`src/rtl/phase_acc_pkg.sv`:
```
package phase_acc_pkg;
  localparam int unsigned DEF_ACC_W = 16;

  typedef enum logic [0:0] {
    SQ_OFF = 1'b0,
    SQ_ON  = 1'b1
  } sq_mode_e;
endpackage

```
`src/rtl/pad_accum.sv`:
```
module pad_accum #(
  parameter int unsigned ACC_W = 16
) (
  input  logic             clk_i,
  input  logic             rst_ni,
  input  logic             en_i,
  input  logic [ACC_W-1:0] incr_i,
  output logic [ACC_W-1:0] phase_o,
  output logic             ovf_o
);
  localparam int unsigned SUM_W = ACC_W + 1;

  logic [ACC_W-1:0] acc_q;
  logic [SUM_W-1:0] sum;

  assign sum     = {1'b0, acc_q} + {1'b0, incr_i};
  assign ovf_o   = en_i & sum[ACC_W];
  assign phase_o = acc_q;

  always_ff @(posedge clk_i or negedge rst_ni) begin
    if (!rst_ni)   acc_q <= '0;
    else if (en_i) acc_q <= sum[ACC_W-1:0];
  end


  acc_hold_chk: assert property (@(posedge clk_i) disable iff (!rst_ni)
    !en_i |=> $stable(acc_q));


  zero_incr_chk: assert property (@(posedge clk_i) disable iff (!rst_ni)
    (incr_i == '0) |-> !ovf_o);
endmodule

```
`src/rtl/pad_pulse.sv`:
```
module pad_pulse (
  input  logic clk_i,
  input  logic rst_ni,
  input  logic en_i,
  input  logic ovf_i,
  output logic pulse_o
);
  logic pulse_q;

  always_ff @(posedge clk_i or negedge rst_ni) begin
    if (!rst_ni) pulse_q <= 1'b0;
    else         pulse_q <= ovf_i;
  end

  assign pulse_o = pulse_q;


  no_pulse_idle_chk: assert property (@(posedge clk_i) disable iff (!rst_ni)
    !en_i |=> !pulse_q);
endmodule

```
`src/rtl/pad_square.sv`:
```
module pad_square #(
  parameter phase_acc_pkg::sq_mode_e MODE = phase_acc_pkg::SQ_ON
) (
  input  logic clk_i,
  input  logic rst_ni,
  input  logic ovf_i,
  output logic square_o
);
  generate
    if (MODE == phase_acc_pkg::SQ_ON) begin : g_tff
      logic sq_q;
      always_ff @(posedge clk_i or negedge rst_ni) begin
        if (!rst_ni)    sq_q <= 1'b0;
        else if (ovf_i) sq_q <= ~sq_q;
      end
      assign square_o = sq_q;
    end else begin : g_off
      assign square_o = 1'b0;
    end
  endgenerate
endmodule

```
`src/rtl/phase_acc_divider.sv`:
```
module phase_acc_divider #(
  parameter int unsigned ACC_W     = phase_acc_pkg::DEF_ACC_W,
  parameter bit          SQUARE_EN = 1'b1
) (
  input  logic             clk_i,
  input  logic             rst_ni,
  input  logic             en_i,
  input  logic [ACC_W-1:0] incr_i,
  output logic             pulse_o,
  output logic             square_o
);
  import phase_acc_pkg::*;

  localparam sq_mode_e SQ_MODE = SQUARE_EN ? SQ_ON : SQ_OFF;

  logic [ACC_W-1:0] phase;
  logic             ovf;

  pad_accum #(.ACC_W(ACC_W)) u_accum (
    .clk_i  (clk_i),
    .rst_ni (rst_ni),
    .en_i   (en_i),
    .incr_i (incr_i),
    .phase_o(phase),
    .ovf_o  (ovf)
  );

  pad_pulse u_pulse (
    .clk_i  (clk_i),
    .rst_ni (rst_ni),
    .en_i   (en_i),
    .ovf_i  (ovf),
    .pulse_o(pulse_o)
  );

  pad_square #(.MODE(SQ_MODE)) u_square (
    .clk_i   (clk_i),
    .rst_ni  (rst_ni),
    .ovf_i   (ovf),
    .square_o(square_o)
  );

  // a pulse means the phase wrapped below its previous value plus increment
  wrap_seen_chk: assert property (@(posedge clk_i) disable iff (!rst_ni)
    pulse_o |-> ($past(en_i) && ({1'b0, phase} != {1'b0, $past(phase)} + {1'b0, $past(incr_i)})));

  generate
    if (SQUARE_EN) begin : g_sq_chk

      sq_flip_chk: assert property (@(posedge clk_i) disable iff (!rst_ni)
        pulse_o |-> (square_o != $past(square_o)));

      sq_hold_chk: assert property (@(posedge clk_i) disable iff (!rst_ni)
        !pulse_o |-> $stable(square_o));
    end
  endgenerate
endmodule

```
`config.mk`:
```
export PLATFORM = sky130hd
export DESIGN_NAME = phase_acc_divider
export DESIGN_NICKNAME = d
export VERILOG_FILES = /design/src/rtl/phase_acc_pkg.sv /design/src/rtl/pad_accum.sv /design/src/rtl/pad_pulse.sv /design/src/rtl/pad_square.sv /design/src/rtl/phase_acc_divider.sv
export SDC_FILE = /design/constraint.sdc
export NUM_CORES = 1
export LEC_CHECK = 0
export ABC_AREA = 0
export BUFFER_PORTS_ARGS = -buffer_cell sky130_fd_sc_hd__buf_4
export CELL_PAD_IN_SITES_DETAIL_PLACEMENT = 1
export CELL_PAD_IN_SITES_GLOBAL_PLACEMENT = 1
export CORE_ASPECT_RATIO = 1.2
export CORE_UTILIZATION = 35
export CTS_CLUSTER_SIZE = 12
export DETAILED_ROUTE_END_ITERATION = 6
export PLACE_DENSITY = 0.75
export SYNTH_ARGS = -nofsm -noshare
export SYNTH_HDL_FRONTEND = slang
export SYNTH_SLANG_ARGS = --single-unit
```
`constraint.sdc`:
```
create_clock -name clk_i -period 2.58 [get_ports clk_i]
set_input_delay 0 -clock clk_i [delete_from_list [all_inputs] [get_ports clk_i]]
set_output_delay 0 -clock clk_i [all_outputs]
set_load 0.1 [all_outputs]
```
==> results.yml <==
critical_path:
  slowest_stage: "fa_1"
  crit_path_start_kind: "flop"
  cpPeakStageDelay_ns: 0.42
  arrival_ns: 2.42
  crit_buf_inv: 0
  r2r-end: "u_accum.phase_o[12]$_DFFE_PN0P_"
  path_class: "reg -> reg"
  setup.worst_path.end_class: "flop"
  reg2reg_depth: 7
  cp_top_family: "compound AO/OA/AOI/OAI gates"
  critPathRequiredTime_ns: 2.73
  worstPathMaxFanout: 6
  r2r-start: "u_accum.phase_o[0]$_DFFE_PN0P_"
  r2r_slack_ns: 0.30
  path_cells: "ha_1 > fa_1 > a21oi_1 > o211ai_2 > a221oi_2 > xnor2_1 > mux2_4"
job:
  cap_violations: 0
clock_network:
  clk_pin_slew_ns: 0.07
  clk_latency_ns: 0.26
  cts-resized-gates: 0
  numClockSinks: 18
  clock-root-buffer: "clkbuf_8"
  htreeDepth: 1
  cts_buffer_depth: 2
  cts_setup_buffers: 0
  cts_buffers: 3
  cts_tree: "built"
hold_path:
  min_path_cells: 3
  holdCritStartpoint: "incr_i[0]"
  min_path_type: "in -> reg"
  hold_end: "u_accum.phase_o[0]$_DFFE_PN0P_"
floorplanning:
  ios: 21
  fp.dieW_um: 63.7
  die_h_um: 76.0
  rows: 26
  initial_core_util_pct: 36.9
  core_area_sq_um: 4330
  die_area_sq_um: 4840
final_layout:
  drive_above_1_share_pct: 24.2
  nets: 216
  n_fill_cell: 506
  n_antenna_cell: 0
  syn_to_final_growth_pct: 11.0
power_and_ir_drop:
  power_density_nw_per_um2: 1260
  power_mw: 2.24
  p_switching_mw: 1.06
  p_leak_nw: 0.790
  p_sw_share_pct: 47.5
  power_frac_comb_pct: 68.1
  internal_power_mw: 1.17
  clkPwrFrac_pct: 9.0
  irDropWorstVdd_v: 0.000392
  p_seq_share_pct: 22.9
synth:
  ys_seq_elements: 18
  synth_common_cells: "dfrtp_1, ha_1, nand2_1"
  synth_top_area_cell: "dfrtp_1"
  netlist_area_sq_um: 1600
  yosysTopAreaCellShare_pct: 28.2
  synth-async-reset-ratio_pct: 100
  synth-main-ff-cell: "dfrtp_1"
  ys_top_cells_by_area: "dfrtp_1, ha_1, mux2_2"
  synth_edf_count: 0
  synth.distinct_cells: 49
  yosys_warnings: 0
  avgSynthCellArea_sq_um: 9.63
  ys_seq_area_share_pct: 28.2
  synthCells: 166
  syn_nets: 202
  synth.most_common_cell: "dfrtp_1"
timing:
  fin_crit_sh_pct: 88.3
  worst_slack_ns: 0.302
  rsz0062_at_grt: "false"
  skew_ns: 0.000723
  max_freq_mhz: 439
  tightest_slew_ns: 0.424
  finalCriticalPeriod_ns: 2.28
  final-hold-violation-count: 0
  timing.setup.tns_ns: 0
  slew_headroom_pct: 71.8
  setup_violations: 0
  report.final.slew_viol_count: 0
routing:
  wirelength_um: 3850
  viasPerCell: 5.76
  wire_per_inst_um: 16.4
  dr.pass1.iters: 4
  detail-route-antenna-nets: 0
  drt_iter0_markers: 34
  drc: 0
  routed-via-count: 1347
grt:
  grt_first_pass_wirelength_um: 6850
  grt_pass1_vias: 1530
  antenna_found_initial: 0
  grt_max_degree: 19
  grt_usage_pct: 17.7
  overflow: 0
placed_design:
  place_congestion: 0.828
  io_buffers: 20
  post-dp-hpwl_um: 3060
  dp_slack_ns: 0.298
run_status:
  run_status: "finished clean"
## placed cells by master (no fill, tap or decap), types with 4 or more instances in the layout
cell | synthesis | final
buf_4 | 1 | 20
dfrtp_1 | 18 | 18
ha_1 | 16 | 16
nand2_1 | 14 | 14
a21oi_1 | 13 | 13
nand3_1 | 8 | 8
mux2_2 | 8 | 8
nand4_1 | 6 | 6
xnor2_1 | 5 | 5
a21oi_2 | 4 | 4
o21ai_0 | 4 | 4
a21o_1 | 4 | 4
nor2_1 | 4 | 4
xor2_1 | 4 | 4
nor3_1 | 4 | 4
## flip-flops by register name, indices dropped and copies added (netlist names)
register / count
u_accum.phase_o: 16
u_pulse.pulse_o: 1
u_square.square_o: 1
## worst max-delay path by stage
stage | cells after the start | from | endpoint
floorplan | 7 | u_accum.phase_o[0]$_DFFE_PN0P_ | u_accum.phase_o[12]$_DFFE_PN0P_
global placement | 7 | u_accum.phase_o[0]$_DFFE_PN0P_ | u_accum.phase_o[12]$_DFFE_PN0P_
detailed placement | 7 | u_accum.phase_o[0]$_DFFE_PN0P_ | u_accum.phase_o[12]$_DFFE_PN0P_
CTS | 7 | u_accum.phase_o[0]$_DFFE_PN0P_ | u_accum.phase_o[12]$_DFFE_PN0P_
global route | 7 | u_accum.phase_o[0]$_DFFE_PN0P_ | u_accum.phase_o[12]$_DFFE_PN0P_
finish | 7 | u_accum.phase_o[0]$_DFFE_PN0P_ | u_accum.phase_o[12]$_DFFE_PN0P_
## worst min-delay path, stage by stage
cell and delay, ns:
buf_4 0.08, ha_1 0.11, mux2_2 0.13
## power groups by stage
stage | Sequential, mW | Combinational [mW] | Clock (mW)
4_1_cts | 0.516 | 1.54 | 0.207
5_1_grt | 0.535 | 1.69 | 0.216
3_5_place_dp | 0.522 | 1.53 | 0
6_report | 0.513 | 1.53 | 0.200
3_3_place_gp | 0.511 | 1.45 | 0
2_1_floorplan | 0.601 | 1.18 | 0
## layer usage
metal  vias up  GRT usage [%]  routed length (um)
li1        651              -                   -
met1       676           21.4                1690
met2        15           31.3                2030
met3         5           1.80                  71
met4         0           7.05                  59
met5         -              0                   0
## per-stage QoR
step | std cells | hold slack, ns | util [%] | cell area (sq um)
after floorplan | 166 | -0.296 | - | 1600
after global placement | 230 | -0.109 | 39.8 | 1720
after detailed placement | 230 | -0.109 | 39.8 | 1720
after CTS | 234 | 0.0944 | 41.0 | 1770
after global routing | 234 | 0.109 | 41.0 | 1770
final | 234 | 0.0957 | 41.0 | 1770
## cell type report
cell class	instances	area, sq um	area share [%]
Clock buffer	3	41.3	2.33
Multi-Input combinational cell	133	1040	58.6
Inverter	3	11.3	0.635
Timing Repair Buffer	21	160	9.03
Tap cell	56	70.1	3.95
Sequential cell	18	450	25.4
## kinds of logic (layout without fill, tap and decap cells)
family                     Yosys count  in the layout  share of synthesized area [%]
buffers and inverters               15             27                           6.73
muxes                               12             12                           8.46
DFF                                 18             18                           28.2
and+or+nand+nor                     45             45                           14.9
AOI/OAI and AO/OA                   50             50                           23.0
xor gates and xnor gates             9              9                           4.93
adders and majority gates           17             17                           13.8
## timing repair
| item | 4_1_cts | 5_1_grt |
|---|---|---|
| endpoints found under the setup margin | 0 | 0 |
| hold buffers | 1 | 0 |
| endpoints found under the hold margin | 18 | 0 |
Note: power is estimated with default switching activity, not from simulation.
